## src/rtl/tc_safe_pkg.sv

```systemverilog
package tc_safe_pkg;

    localparam int STAT_W = 32;
    localparam int VIOL_W = 16;
    localparam int TYPE_W = 4;

    typedef enum logic [2:0] {
        ATTR_UNDEF,
        ATTR_RW,
        ATTR_RO,
        ATTR_WO,
        ATTR_SELF
    } attr_kind_e;

    typedef struct packed {
        attr_kind_e kind;
        logic       prot;
        logic       capt_ref;
    } reg_attr_t;

    typedef enum logic [TYPE_W-1:0] {
        SWT_RD_WO   = 4'd0,
        SWT_WR_RO   = 4'd1,
        SWT_UNDEF   = 4'd2,
        SWT_CAPT_WR = 4'd3
    } sw_type_e;

    typedef enum logic {
        SLOT_EMPTY,
        SLOT_HELD
    } slot_state_e;

    // channel window byte offsets
    localparam logic [VIOL_W-1:0] OFS_CMD   = 16'h0000;
    localparam logic [VIOL_W-1:0] OFS_MODE  = 16'h0004;
    localparam logic [VIOL_W-1:0] OFS_CNT   = 16'h0010;
    localparam logic [VIOL_W-1:0] OFS_CAPA  = 16'h0014;
    localparam logic [VIOL_W-1:0] OFS_CAPB  = 16'h0018;
    localparam logic [VIOL_W-1:0] OFS_PER   = 16'h001C;
    localparam logic [VIOL_W-1:0] OFS_CSTAT = 16'h0020;
    localparam logic [VIOL_W-1:0] OFS_IEN   = 16'h0024;
    localparam logic [VIOL_W-1:0] OFS_SAFE  = 16'h0038;

    function automatic reg_attr_t attr_of(input logic [VIOL_W-1:0] ofs);
        reg_attr_t a;
        a = '{kind: ATTR_UNDEF, prot: 1'b0, capt_ref: 1'b0};
        case (ofs)
            OFS_CMD:   a.kind = ATTR_WO;
            OFS_MODE:  begin a.kind = ATTR_RW; a.prot = 1'b1; end
            OFS_CNT:   a.kind = ATTR_RO;
            OFS_CAPA:  begin a.kind = ATTR_RW; a.prot = 1'b1; a.capt_ref = 1'b1; end
            OFS_CAPB:  begin a.kind = ATTR_RW; a.prot = 1'b1; a.capt_ref = 1'b1; end
            OFS_PER:   begin a.kind = ATTR_RW; a.prot = 1'b1; end
            OFS_CSTAT: a.kind = ATTR_RO;
            OFS_IEN:   a.kind = ATTR_WO;
            OFS_SAFE:  a.kind = ATTR_SELF;
            default:   a.kind = ATTR_UNDEF;
        endcase
        return a;
    endfunction

endpackage

```

## src/rtl/tc_access_classify.sv

```systemverilog
module tc_access_classify
    import tc_safe_pkg::*;
#(
    parameter int ADDR_W = 8
) (
    input  logic              bus_valid,
    input  logic              bus_write,
    input  logic [ADDR_W-1:0] bus_addr,
    input  logic              chan_en,
    input  logic              capture_mode,
    input  logic              wp_en,
    output logic              sw_hit,
    output logic [TYPE_W-1:0] sw_type,
    output logic              sw_class,
    output logic              wp_hit,
    output logic [VIOL_W-1:0] wp_ofs,
    output logic              stat_rd
);

    logic [VIOL_W-1:0] ofs;
    reg_attr_t         attr;
    sw_type_e          kind_code;

    always_comb begin
        ofs  = VIOL_W'(bus_addr);
        attr = attr_of(ofs);
    end

    // software error sorting: one access per cycle gives one type
    always_comb begin
        sw_hit    = 1'b0;
        kind_code = SWT_UNDEF;
        if (bus_valid) begin
            unique case (attr.kind)
                ATTR_UNDEF: begin
                    sw_hit    = 1'b1;
                    kind_code = SWT_UNDEF;
                end
                ATTR_WO: begin
                    if (!bus_write && chan_en) begin
                        sw_hit    = 1'b1;
                        kind_code = SWT_RD_WO;
                    end
                end
                ATTR_RO, ATTR_SELF: begin
                    if (bus_write && chan_en) begin
                        sw_hit    = 1'b1;
                        kind_code = SWT_WR_RO;
                    end
                end
                ATTR_RW: begin
                    if (bus_write && chan_en && capture_mode && attr.capt_ref) begin
                        sw_hit    = 1'b1;
                        kind_code = SWT_CAPT_WR;
                    end
                end
                default: sw_hit = 1'b0;
            endcase
        end
    end

    always_comb begin
        sw_type  = kind_code;
        sw_class = (kind_code == SWT_CAPT_WR);
        wp_hit   = bus_valid && bus_write && wp_en && attr.prot;
        wp_ofs   = ofs;
        stat_rd  = bus_valid && !bus_write && (attr.kind == ATTR_SELF);
    end

endmodule

```

## src/rtl/tc_seq_check.sv

```systemverilog
module tc_seq_check #(
    parameter int CNT_W = 16
) (
    input  logic             clk_started,
    input  logic             capture_mode,
    input  logic             rc_trig_en,
    input  logic [CNT_W-1:0] cnt_val,
    input  logic [CNT_W-1:0] rc_val,
    output logic             seq_err
);

    logic armed;

    always_comb begin
        armed   = clk_started && !capture_mode && rc_trig_en;
        seq_err = armed && (cnt_val > rc_val);
    end

endmodule

```

## src/rtl/tc_sticky_slot.sv

```systemverilog
module tc_sticky_slot
    import tc_safe_pkg::*;
#(
    parameter int PAY_W = 1
) (
    input  logic             clk,
    input  logic             rst_n,
    input  logic             set_i,
    input  logic [PAY_W-1:0] pay_i,
    input  logic             clr_i,
    output logic [PAY_W-1:0] data_o
);

    slot_state_e      state_q, state_d;
    logic [PAY_W-1:0] pay_q;

    // next-state: CAPTURE, REFRESH, RELEASE, IDLE_HOLD
    always_comb begin
        state_d = state_q;
        unique case (state_q)
            SLOT_EMPTY: if (set_i) state_d = SLOT_HELD;
            SLOT_HELD: begin
                if (set_i)      state_d = SLOT_HELD;
                else if (clr_i) state_d = SLOT_EMPTY;
            end
            default: state_d = SLOT_EMPTY;
        endcase
    end

    always_ff @(posedge clk) begin
        if (!rst_n) begin
            state_q <= SLOT_EMPTY;
            pay_q   <= '0;
        end else begin
            state_q <= state_d;
            if (set_i)
                pay_q <= pay_i;
            else if (clr_i)
                pay_q <= '0;
        end
    end

    always_comb begin
        data_o = (state_q == SLOT_HELD) ? pay_q : '0;
    end

endmodule

```

## src/rtl/tc_safety_monitor.sv

```systemverilog
module tc_safety_monitor
    import tc_safe_pkg::*;
#(
    parameter int ADDR_W = 8,
    parameter int CNT_W  = 16
) (
    input  logic              clk,
    input  logic              rst_n,
    input  logic              bus_valid,
    input  logic              bus_write,
    input  logic [ADDR_W-1:0] bus_addr,
    input  logic              chan_en,
    input  logic              capture_mode,
    input  logic              clk_started,
    input  logic              rc_trig_en,
    input  logic              wp_en,
    input  logic [CNT_W-1:0]  cnt_val,
    input  logic [CNT_W-1:0]  rc_val,
    input  logic              glitch_pulse,
    output logic [STAT_W-1:0] status_word
);

    localparam int SW_PAY_W = TYPE_W + 2;
    localparam int WP_PAY_W = VIOL_W + 1;
    localparam int N_FLAG   = 2;

    logic              sw_hit, sw_class, wp_hit, stat_rd, seq_err;
    logic [TYPE_W-1:0] sw_type;
    logic [VIOL_W-1:0] wp_ofs;
    logic [SW_PAY_W-1:0] sw_data;
    logic [WP_PAY_W-1:0] wp_data;
    logic [N_FLAG-1:0]   flag_set, flag_q;

    tc_access_classify #(.ADDR_W(ADDR_W)) u_classify (
        .bus_valid    (bus_valid),
        .bus_write    (bus_write),
        .bus_addr     (bus_addr),
        .chan_en      (chan_en),
        .capture_mode (capture_mode),
        .wp_en        (wp_en),
        .sw_hit       (sw_hit),
        .sw_type      (sw_type),
        .sw_class     (sw_class),
        .wp_hit       (wp_hit),
        .wp_ofs       (wp_ofs),
        .stat_rd      (stat_rd)
    );

    tc_seq_check #(.CNT_W(CNT_W)) u_seq (
        .clk_started  (clk_started),
        .capture_mode (capture_mode),
        .rc_trig_en   (rc_trig_en),
        .cnt_val      (cnt_val),
        .rc_val       (rc_val),
        .seq_err      (seq_err)
    );

    // software error record: {flag, class, type}
    tc_sticky_slot #(.PAY_W(SW_PAY_W)) u_sw_slot (
        .clk    (clk),
        .rst_n  (rst_n),
        .set_i  (sw_hit),
        .pay_i  ({1'b1, sw_class, sw_type}),
        .clr_i  (stat_rd),
        .data_o (sw_data)
    );

    // protection violation record: {flag, offset}
    tc_sticky_slot #(.PAY_W(WP_PAY_W)) u_wp_slot (
        .clk    (clk),
        .rst_n  (rst_n),
        .set_i  (wp_hit),
        .pay_i  ({1'b1, wp_ofs}),
        .clr_i  (stat_rd),
        .data_o (wp_data)
    );

    // single-bit flags: index 0 glitch, index 1 sequencer
    assign flag_set = {seq_err, glitch_pulse};

    generate
        for (genvar g = 0; g < N_FLAG; g++) begin : g_flag
            tc_sticky_slot #(.PAY_W(1)) u_flag (
                .clk    (clk),
                .rst_n  (rst_n),
                .set_i  (flag_set[g]),
                .pay_i  (1'b1),
                .clr_i  (stat_rd),
                .data_o (flag_q[g])
            );
        end
    endgenerate

    always_comb begin
        status_word        = '0;
        status_word[31]    = sw_data[TYPE_W];
        status_word[27:24] = sw_data[TYPE_W-1:0];
        status_word[23:8]  = wp_data[VIOL_W-1:0];
        status_word[3]     = sw_data[TYPE_W+1];
        status_word[2]     = flag_q[1];
        status_word[1]     = flag_q[0];
        status_word[0]     = wp_data[VIOL_W];
    end

endmodule

```

## config.mk

```make
export PLATFORM = sky130hd
export DESIGN_NAME = tc_safety_monitor
export DESIGN_NICKNAME = d
export VERILOG_FILES = /design/src/rtl/tc_safe_pkg.sv /design/src/rtl/tc_access_classify.sv /design/src/rtl/tc_seq_check.sv /design/src/rtl/tc_sticky_slot.sv /design/src/rtl/tc_safety_monitor.sv
export SDC_FILE = /design/constraint.sdc
export NUM_CORES = 1
export LEC_CHECK = 0
export BUFFER_PORTS_ARGS = -buffer_cell sky130_fd_sc_hd__buf_2
export CAP_MARGIN = 20
export CORE_UTILIZATION = 49
export CTS_CLUSTER_DIAMETER = 80
export DETAILED_ROUTE_END_ITERATION = 12
export PLACE_DENSITY = 0.82
export SLEW_MARGIN = 20
export SYNTH_ARGS = -nofsm -noshare
export SYNTH_HDL_FRONTEND = slang
export SYNTH_SLANG_ARGS = --single-unit
```

## constraint.sdc

```tcl
create_clock -name clk -period 2.7 [get_ports clk]
set_input_delay 0.135 -clock clk [delete_from_list [all_inputs] [get_ports clk]]
set_output_delay 0.135 -clock clk [all_outputs]
set_load 0.01 [all_outputs]
```

==> results of run 1 <==
==> cell families after synthesis <==
group           count (synthesis)  synth area share [%]
simple gates                   70                 27.50
buf+inv                        46                 17.35
compound gates                 37                 16.07
flops                          19                 24.30
fa+ha+maj                      16                 12.79
xor+xnor                        2                 1.119
other cells                     1                0.2396
mux                             1                0.6395
==> critical path, cell delays in order <==
cell	delay, ns
buf_2	0.19
inv_1	0.10
nor4_2	0.35
nand2_1	0.29
and3_1	0.27
a21bo_1	0.18
==> flip-flops by register name (all words and copies together), names as in the netlist <==
signal                 count
u_wp_slot.pay_q            9
u_sw_slot.pay_q            4
g_flag.u_flag.pay_q        2
g_flag.u_flag.state_q      2
u_sw_slot.state_q          1
u_wp_slot.state_q          1
==> stage by stage <==
| step | cell area, um^2 | power [mW] |
|---|---|---|
| floorplan | 1625 | 0.4095 |
| CTS | 1832 | 0.5830 |
| finish | 1832 | 0.5749 |
| global route | 1832 | 0.6138 |
| global placement | 1804 | 0.4406 |
| detailed placement | 1804 | 0.4449 |
==> synthesized netlist by cell type, types with 5 or more instances <==
library cell / n
a21oi_1: 11
and2_1: 16
and3_1: 8
buf_4: 20
dfxtp_1: 19
ha_1: 16
inv_1: 20
nand2_1: 11
nand3_1: 7
nor2b_1: 8
o21ai_0: 5
==> worst min path at each step <==
stage,from,endpoint,slack (ns),depth (start not counted)
floorplan,glitch_pulse,g_flag[0].u_flag.pay_q,0.27,2
global placement,glitch_pulse,g_flag[0].u_flag.state_q,0.39,3
detailed placement,glitch_pulse,g_flag[0].u_flag.state_q,0.40,3
CTS,glitch_pulse,g_flag[0].u_flag.state_q,0.1,3
global route,glitch_pulse,g_flag[0].u_flag.state_q,0.10,3
finish,glitch_pulse,g_flag[0].u_flag.state_q,0.10,3
==> cell type report <==
cell class,count,area [um^2],share of cell area (%)
multi-input cells,143,973.4,53.14
inverters,20,75.07,4.098
clock inverters,1,5.005,0.2732
repair buffers,64,320.3,17.49
flip-flops and latches,19,380.4,20.77
well taps,44,55.05,3.005
clock buffers,3,22.52,1.230
==> metal layers <==
metal  global-route usage, %  routed length, um
met1                   21.06               1388
met2                   34.98               1507
met3                   2.418                150
met4                   5.102                 33
met5                       0                  0
==> power by group <==
part | internal [mW] | switching, mW | leakage, nW
sequential | 0.287 | 0.00357 | 0.155
clock | 0.0550 | 0.0809 | 0.0177
combinational | 0.0689 | 0.0794 | 0.827
==> results.yml, run 1 <==
grt:
  grt_pass1_vias: 1289
  grt_pass1_wl_um: 4988
  grt_usage_pct: 18.27
  grt_overflow: 0
  antenna_found_initial: 0
  grt_start_max_net_pins: 22
cts:
  clk_latency_ns: 0.28
  clock_sinks: 19
  cts_inserted_buffers: 3
  h-tree-depth: 1
  cts_root_buffer: "clkbuf_4"
  cts_resized: 0
  cts_tree: "yes"
  cts_setup_buffers: 0
  cts.clk_slew.worst_paths_ns: 0.09
  clockBufferDepth: 2
  postCtsHoldBufs: 0
power:
  p_leak_nw: 1.000
  powerDensity_mw_per_mm2: 313.9
  peakVddDrop_v: 0.0003436
route:
  via_per_inst: 4.888
  first_pass_iters: 6
  final_antenna_net_count: 0
  drt-total-wl_um: 3080
  drc_errors: 0
  drt-initial-drc-count: 35
  wl_per_cell_um: 10.48
  vias: 1437
cells_and_area:
  nets: 317
  nFillCells: 303
  drive_gt1_share_pct: 29.60
  n_antenna_cell: 0
  layout_commonest_cell: "buf_2"
  area_growth_pct: 17.03
  final_cell_mix: "buf_2, inv_1, dfxtp_1"
  post-route-util_pct: 60.00
  fin_cells: 294
critical_path:
  cp_max_fo: 12
  critical_path_required_ns: 2.88
  worstSetupEndpoint: "u_sw_slot.pay_q[0]"
  start_kind: "input pin"
  critPathArrivalTime_ns: 1.52
  reg2reg_slack_ns: 1.96
  r2r-end: "u_wp_slot.state_q"
  critPathLaunch: "bus_addr[3]"
  r2r_start: "u_wp_slot.state_q"
  end_kind: "register"
  worstSetupPathType: "input pin to register"
  reg2regPathDepth: 2
floorplan:
  die-area_mm2: 0.003425
  die_w_um: 58.52
  coreArea_mm2: 0.003053
  start_util_pct: 51.27
  io_pins: 82
  fp.dieH_um: 58.52
  placement_rows: 20
yosys:
  syn-instance-count: 192
  async_flop_share_pct: 0
  yosys_warnings: 0
  ys_top_cells_by_area: "dfxtp_1, ha_1, buf_4, and2_1, inv_1"
  synth_edf_count: 0
  synth-seq-cells: 19
  yosysTopAreaCellShare_pct: 24.30
  synthDistinctLibCells: 45
  synth_top_cell_by_area: "dfxtp_1"
  synth_area_per_cell_um2: 8.152
  mappedNetlistArea_mm2: 0.001565
  synth_seq_area_share_pct: 24.30
  synth_ff_type: "dfxtp_1"
timing:
  period_share_pct: 49.55
  finalMaxSlewViolations: 0
  fin_ws_ns: 1.362
  worst_clock_skew_ns: 0
  fmax_ghz: 0.7474
  relSlewSlack_pct: 65.68
  finalSetupViolCount: 0
  final_hold_viol_count: 0
  tightestPinTransition_ns: 0.5094
  fin_crit_ns: 1.338
  tns_ns: 0
  holdWs_ns: 0.1008
  rsz0062_at_grt: "false"
placed_design:
  routabilityCongestion: 0.8170
  hpwl_um: 2563
  place_ws_ns: 1.089
  dp.cells: 290
  port_buffers: 64
min_path:
  hp-class: "input pin to register"
status:
  status: "completed"
job:
  drv_cap: 0
No activity file was read; power rests on OpenSTA's default activity.
==> inputs of run 2 (changes only) <==
--- a/config.mk
+++ b/config.mk
@@ -7,10 +7,10 @@
 export LEC_CHECK = 0
 export BUFFER_PORTS_ARGS = -buffer_cell sky130_fd_sc_hd__buf_2
 export CAP_MARGIN = 20
-export CORE_UTILIZATION = 49
+export CORE_UTILIZATION = 41
 export CTS_CLUSTER_DIAMETER = 80
 export DETAILED_ROUTE_END_ITERATION = 12
-export PLACE_DENSITY = 0.82
+export PLACE_DENSITY = 0.73
 export SLEW_MARGIN = 20
 export SYNTH_ARGS = -nofsm -noshare
 export SYNTH_HDL_FRONTEND = slang
==> constraint.sdc (replaced) <==
create_clock -name clk -period 1.1 [get_ports clk]
set_input_delay 0.055 -clock clk [delete_from_list [all_inputs] [get_ports clk]]
set_output_delay 0.055 -clock clk [all_outputs]
set_load 0.01 [all_outputs]
==> run 2 against run 1 <==
Sequential cell count stayed put. Sequential power up 150%. Total power rose to 2.8 times the previous value. Cell count rose by 5.8%. Largest power group unchanged. First-iteration DRC count fell by 23%. Clock skew is the same. Global-route usage down 2.5 points.
==> results.yml, run 2 (same netlist as run 1, synthesis figures left out) <==
critical_path:
  end_kind: "register"
  critical-path-slowest-cell: "o31a_2"
  worstSetupPathType: "input pin to register"
  crit_buf_inv: 1
  start_kind: "input pin"
  critical_path_required_ns: 1.25
  critical-path-top-delay-family: "compound AO/OA/AOI/OAI gates"
  cpPeakStageDelay_ns: 0.34
  reg2reg_slack_ns: 0.37
  worstPathCellList: "clkbuf_4, xnor2_1, o21ai_0, a21oi_1, o31a_2, a21bo_1"
  cp_max_fo: 11
  critPathArrivalTime_ns: 1.17
cells_and_area:
  final_cell_mix: "buf_2, inv_1, dfxtp_1"
  n_antenna_cell: 0
  layout_commonest_cell: "buf_2"
  fin_cells: 311
  regMostFlops: "u_wp_slot.pay_q"
  largest_register_ffs: 9
  nets: 330
  nFillCells: 361
  reg.largest.list: "u_wp_slot.pay_q (9), u_sw_slot.pay_q (4)"
  drive_gt1_share_pct: 38.02
  area_growth_pct: 29.98
floorplan:
  io_pins: 82
  die_w_um: 63.79
  fp.dieH_um: 63.79
  placement_rows: 22
  die-area_mm2: 0.004069
  start_util_pct: 42.75
  coreArea_mm2: 0.003661
grt:
  use_met3_pct: 4.286
  antenna_found_initial: 0
  use_met2_pct: 27.26
  grt_pass1_wl_um: 5099
  grt_start_max_net_pins: 21
  grt_pass1_vias: 1244
  grt_usage_pct: 15.76
  grt-busiest-layer: "met2"
  grt_overflow: 0
  met1_usage_pct: 19.41
route:
  drc_errors: 0
  drt-total-wl_um: 3189
  first_pass_iters: 4
  drt-initial-drc-count: 27
  final_antenna_net_count: 0
  vias: 1481
  wl_per_cell_um: 10.25
  via_per_inst: 4.762
cts:
  cts_tree: "yes"
  clk_latency_ns: 0.25
  cts_inserted_buffers: 3
  cts.clk_slew.worst_paths_ns: 0.06
  clock_sinks: 19
  cts_root_buffer: "clkbuf_8"
  h-tree-depth: 1
  clockBufferDepth: 2
timing:
  finalSetupViolCount: 0
  fmax_ghz: 0.9741
  holdWs_ns: 0.04779
  worst_clock_skew_ns: 0
  fin_crit_ns: 1.027
  period_share_pct: 93.33
  final_hold_viol_count: 0
  finalMaxSlewViolations: 0
power:
  p_leak_nw: 1.083
  powerDensity_mw_per_mm2: 781.3
  peakVddDrop_v: 0.0006113
placed_design:
  routabilityCongestion: 0.8194
  hpwl_um: 2569
  port_buffers: 64
  dp.cells: 306
status:
  status: "completed"
job:
  drv_cap: 0
min_path:
  hp-class: "input pin to register"
[run 2: cell count changes in the layout (fill, tap and decap cells not counted), moves of 2 or more]
cell      before  now
a21oi_1       11    9
a21oi_2        0    2
buf_2         64   60
buf_4          0   13
clkbuf_8       0    3
nand2_1       11    9
nand2_2        0    2
[run 2: power by group]
part           switching (mW)  internal (mW)
clock network           0.209          0.257
logic                   0.211          0.198
registers             0.00856          0.705
[run 2: tightest hold or removal path: cells and delay by family]
family / cells / cell delay, ns
compound gates: 1 / 0.03
buf+inv: 1 / 0.09
simple gates: 1 / 0.08
[run 2: layout make-up]
| class | count | area, um^2 | area share [%] |
|---|---|---|---|
| Tap cell | 48 | 60.06 | 2.952 |
| Timing Repair Buffer | 77 | 431.7 | 21.22 |
| Clock buffer | 4 | 45.04 | 2.214 |
| Sequential cell | 19 | 381.6 | 18.76 |
| Inverter | 20 | 75.07 | 3.690 |
| Multi-Input combinational cell | 143 | 1041 | 51.17 |
[run 2: repair_timing]
item                                    4_1_cts  5_1_grt
gates resized for setup                       1       15
setup buffers                                 0        1
hold buffers                                  0        0
endpoints found under the setup margin        1       18
pin swaps                                     0        5
[run 2: metrics by stage]
stage / utilization (%) / setup TNS [ns] / total power, mW / setup WS, ns / area [um^2]
after floorplan: - / 0 / 1.011 / 0.001854 / 1652
after global routing: 55.57 / -0.01039 / 1.686 / -0.005143 / 2034
after detailed placement: 52.49 / -3.740 / 1.116 / -0.2364 / 1922
after global placement: 52.49 / -3.440 / 1.110 / -0.2182 / 1922
after CTS: 53.76 / 0 / 1.586 / 0.02717 / 1968
final: 55.57 / 0 / 1.589 / 0.07336 / 2034
[run 2: worst paths after layout]
check	startpoint	endpoint	depth (start not counted)
max	bus_addr[4]	u_sw_slot.pay_q[0]	6
min	glitch_pulse	g_flag[0].u_flag.state_q	3
max reg2reg	u_sw_slot.pay_q[0]	u_sw_slot.pay_q[0]	2
min reg2reg	u_sw_slot.pay_q[5]	u_sw_slot.pay_q[5]	2
[run 2: metal layers]
layer,routed length (um),vias up
li1,-,771
met1,1482,665
met2,1524,41
met3,159,4
met4,23,0
met5,0,-
==> inputs of run 3 (changes only) <==
--- a/config.mk
+++ b/config.mk
@@ -9,7 +9,9 @@
 export CAP_MARGIN = 20
 export CORE_UTILIZATION = 41
 export CTS_CLUSTER_DIAMETER = 80
+export CTS_CLUSTER_SIZE = 30
 export DETAILED_ROUTE_END_ITERATION = 12
+export GPL_TIMING_DRIVEN = 0
 export PLACE_DENSITY = 0.73
 export SLEW_MARGIN = 20
 export SYNTH_ARGS = -nofsm -noshare
==> run 3 against run 2 <==
Via count down 0.27%. Clock power grew 3%. Design area grew 5.2%. Setup slack lost 0.058 ns. Die area did not move. Worst hold slack worse by 0.0067 ns. Clock skew stayed put. Wire length is 2.0% higher. Critical path type unchanged. Largest cell class unchanged.
==> results.yml, run 3 (same netlist as run 1, synthesis figures left out) <==
status:
  status: "completed"
timing:
  rsz0062_at_grt: "true"
  relSlewSlack_pct: 67.34
  finalMaxSlewViolations: 0
  final_hold_viol_count: 0
  fin_ws_ns: 0.01514
  finalSetupViolCount: 0
  fin_crit_ns: 1.085
  period_share_pct: 98.62
  tightestPinTransition_ns: 0.4848
  worst_clock_skew_ns: 0
  fmax_ghz: 0.9218
  holdWs_ns: 0.04109
cells_and_area:
  reg.largest.list: "u_wp_slot.pay_q (9), u_sw_slot.pay_q (4)"
  final_cell_mix: "buf_2, inv_1, buf_4"
  nets: 342
  area.sequential_um2: 381.6
  largest_register_ffs: 9
  regMostFlops: "u_wp_slot.pay_q"
  fin_cells: 323
  n_antenna_cell: 0
  area_growth_pct: 36.77
  layout_commonest_cell: "buf_2"
  drive_gt1_share_pct: 40.00
  nFillCells: 342
  multi_input_area_mm2: 0.001057
  fin_area_mm2: 0.002141
floorplan:
  io_pins: 82
  die-area_mm2: 0.004069
  die_w_um: 63.79
  start_util_pct: 42.75
  placement_rows: 22
  fp.dieH_um: 63.79
  coreArea_mm2: 0.003661
route:
  wl_met2_um: 1513
  met3WireLength_um: 169
  drc_errors: 0
  drt-initial-drc-count: 30
  first_pass_iters: 4
  wl_per_cell_um: 10.07
  vias: 1477
  drt-total-wl_um: 3252
  via_per_inst: 4.573
  highest_layer: "met4"
  met1_length_um: 1531
  final_antenna_net_count: 0
grt:
  grt_usage_pct: 17.23
  grt_start_max_net_pins: 11
  grt_pass1_vias: 1367
  grt_pass1_wl_um: 5630
  antenna_found_initial: 0
  grt_overflow: 0
critical_path:
  critical_path_required_ns: 1.25
  reg2reg_slack_ns: 0.37
  worstSetupPathType: "input pin to register"
  r2r-end: "u_sw_slot.pay_q[0]"
  start_kind: "input pin"
  cp_max_fo: 10
  critPathArrivalTime_ns: 1.24
  r2r_start: "u_sw_slot.pay_q[0]"
  reg2regPathDepth: 2
  end_kind: "register"
  worstSetupEndpoint: "u_sw_slot.pay_q[0]"
  critPathLaunch: "bus_addr[4]"
placed_design:
  routabilityCongestion: 0.7956
  place_ws_ns: -0.2762
  hpwl_um: 2630
  placed_area_mm2: 0.002022
  port_buffers: 62
  dp.cells: 318
power:
  switching_share_pct: 27.32
  switching_power_mw: 0.4478
  powerDensity_mw_per_mm2: 765.6
  p_leak_nw: 1.164
  p_int_mw: 1.191
  combPwrFrac_pct: 27.4
  clockPowerShare_pct: 29.2
  peakVddDrop_v: 0.0006717
  seqPwrFrac_pct: 43.5
cts:
  cts_inserted_buffers: 3
  clock_sinks: 19
  postCtsHoldBufs: 0
  cts_tree: "yes"
  h-tree-depth: 1
  clk_latency_ns: 0.25
  cts_setup_buffers: 0
  cts_root_buffer: "clkbuf_8"
  clockBufferDepth: 2
  cts.clk_slew.worst_paths_ns: 0.07
job:
  drv_cap: 0
min_path:
  hold_start: "glitch_pulse"
  hp-class: "input pin to register"
==> run 3: metal layers <==
metal / vias up / GRT usage, %
met5: - / 0
met4: 0 / 4.830
met3: 4 / 3.750
met2: 42 / 28.99
met1: 639 / 21.94
li1: 792 / -
==> run 3: power groups by stage <==
stage | clock network, mW | registers (mW) | logic, mW
after global routing | 0.521 | 0.715 | 0.508
after floorplan | 0 | 0.727 | 0.285
final | 0.478 | 0.713 | 0.448
after CTS | 0.489 | 0.713 | 0.432
after detailed placement | 0 | 0.729 | 0.428
after global placement | 0 | 0.728 | 0.422
==> run 3: critical path, cell delays in order <==
cell	delay, ns
buf_2	0.11
buf_6	0.14
xnor2_1	0.13
o21ai_0	0.16
a21oi_1	0.12
o31a_2	0.35
a21bo_1	0.18
==> run 3: worst min-delay path by stage <==
stage | end | cells past startpoint
after detailed placement | g_flag[0].u_flag.pay_q | 3
after global placement | g_flag[0].u_flag.pay_q | 3
after CTS | g_flag[0].u_flag.pay_q | 3
after floorplan | g_flag[0].u_flag.pay_q | 2
after global routing | g_flag[0].u_flag.state_q | 3
final | g_flag[0].u_flag.pay_q | 3
==> run 3: metrics by stage <==
stage	setup TNS (ns)	util (%)	power [mW]
floorplan	0	-	1.011
global placement	-3.050	55.23	1.150
detailed placement	-3.247	55.23	1.157
CTS	0	56.60	1.634
global route	-0.04502	58.48	1.745
finish	0	58.48	1.639
==> run 3: cell type report <==
class | instances | share of cell area, %
buffer | 26 | 9.351
clock buffer | 4 | 2.104
inverter | 20 | 3.507
multi-input combinational | 143 | 49.39
sequential | 19 | 17.83
tap | 48 | 2.805
timing repair buffer | 63 | 15.02
==> run 3: what timing repair did <==
item                                   4_1_cts  5_1_grt
gates resized for setup                      1       12
cloned                                       0        1
setup endpoints to repair                    1       15
pin swaps                                    0        7
endpoints found under the hold margin        0        0
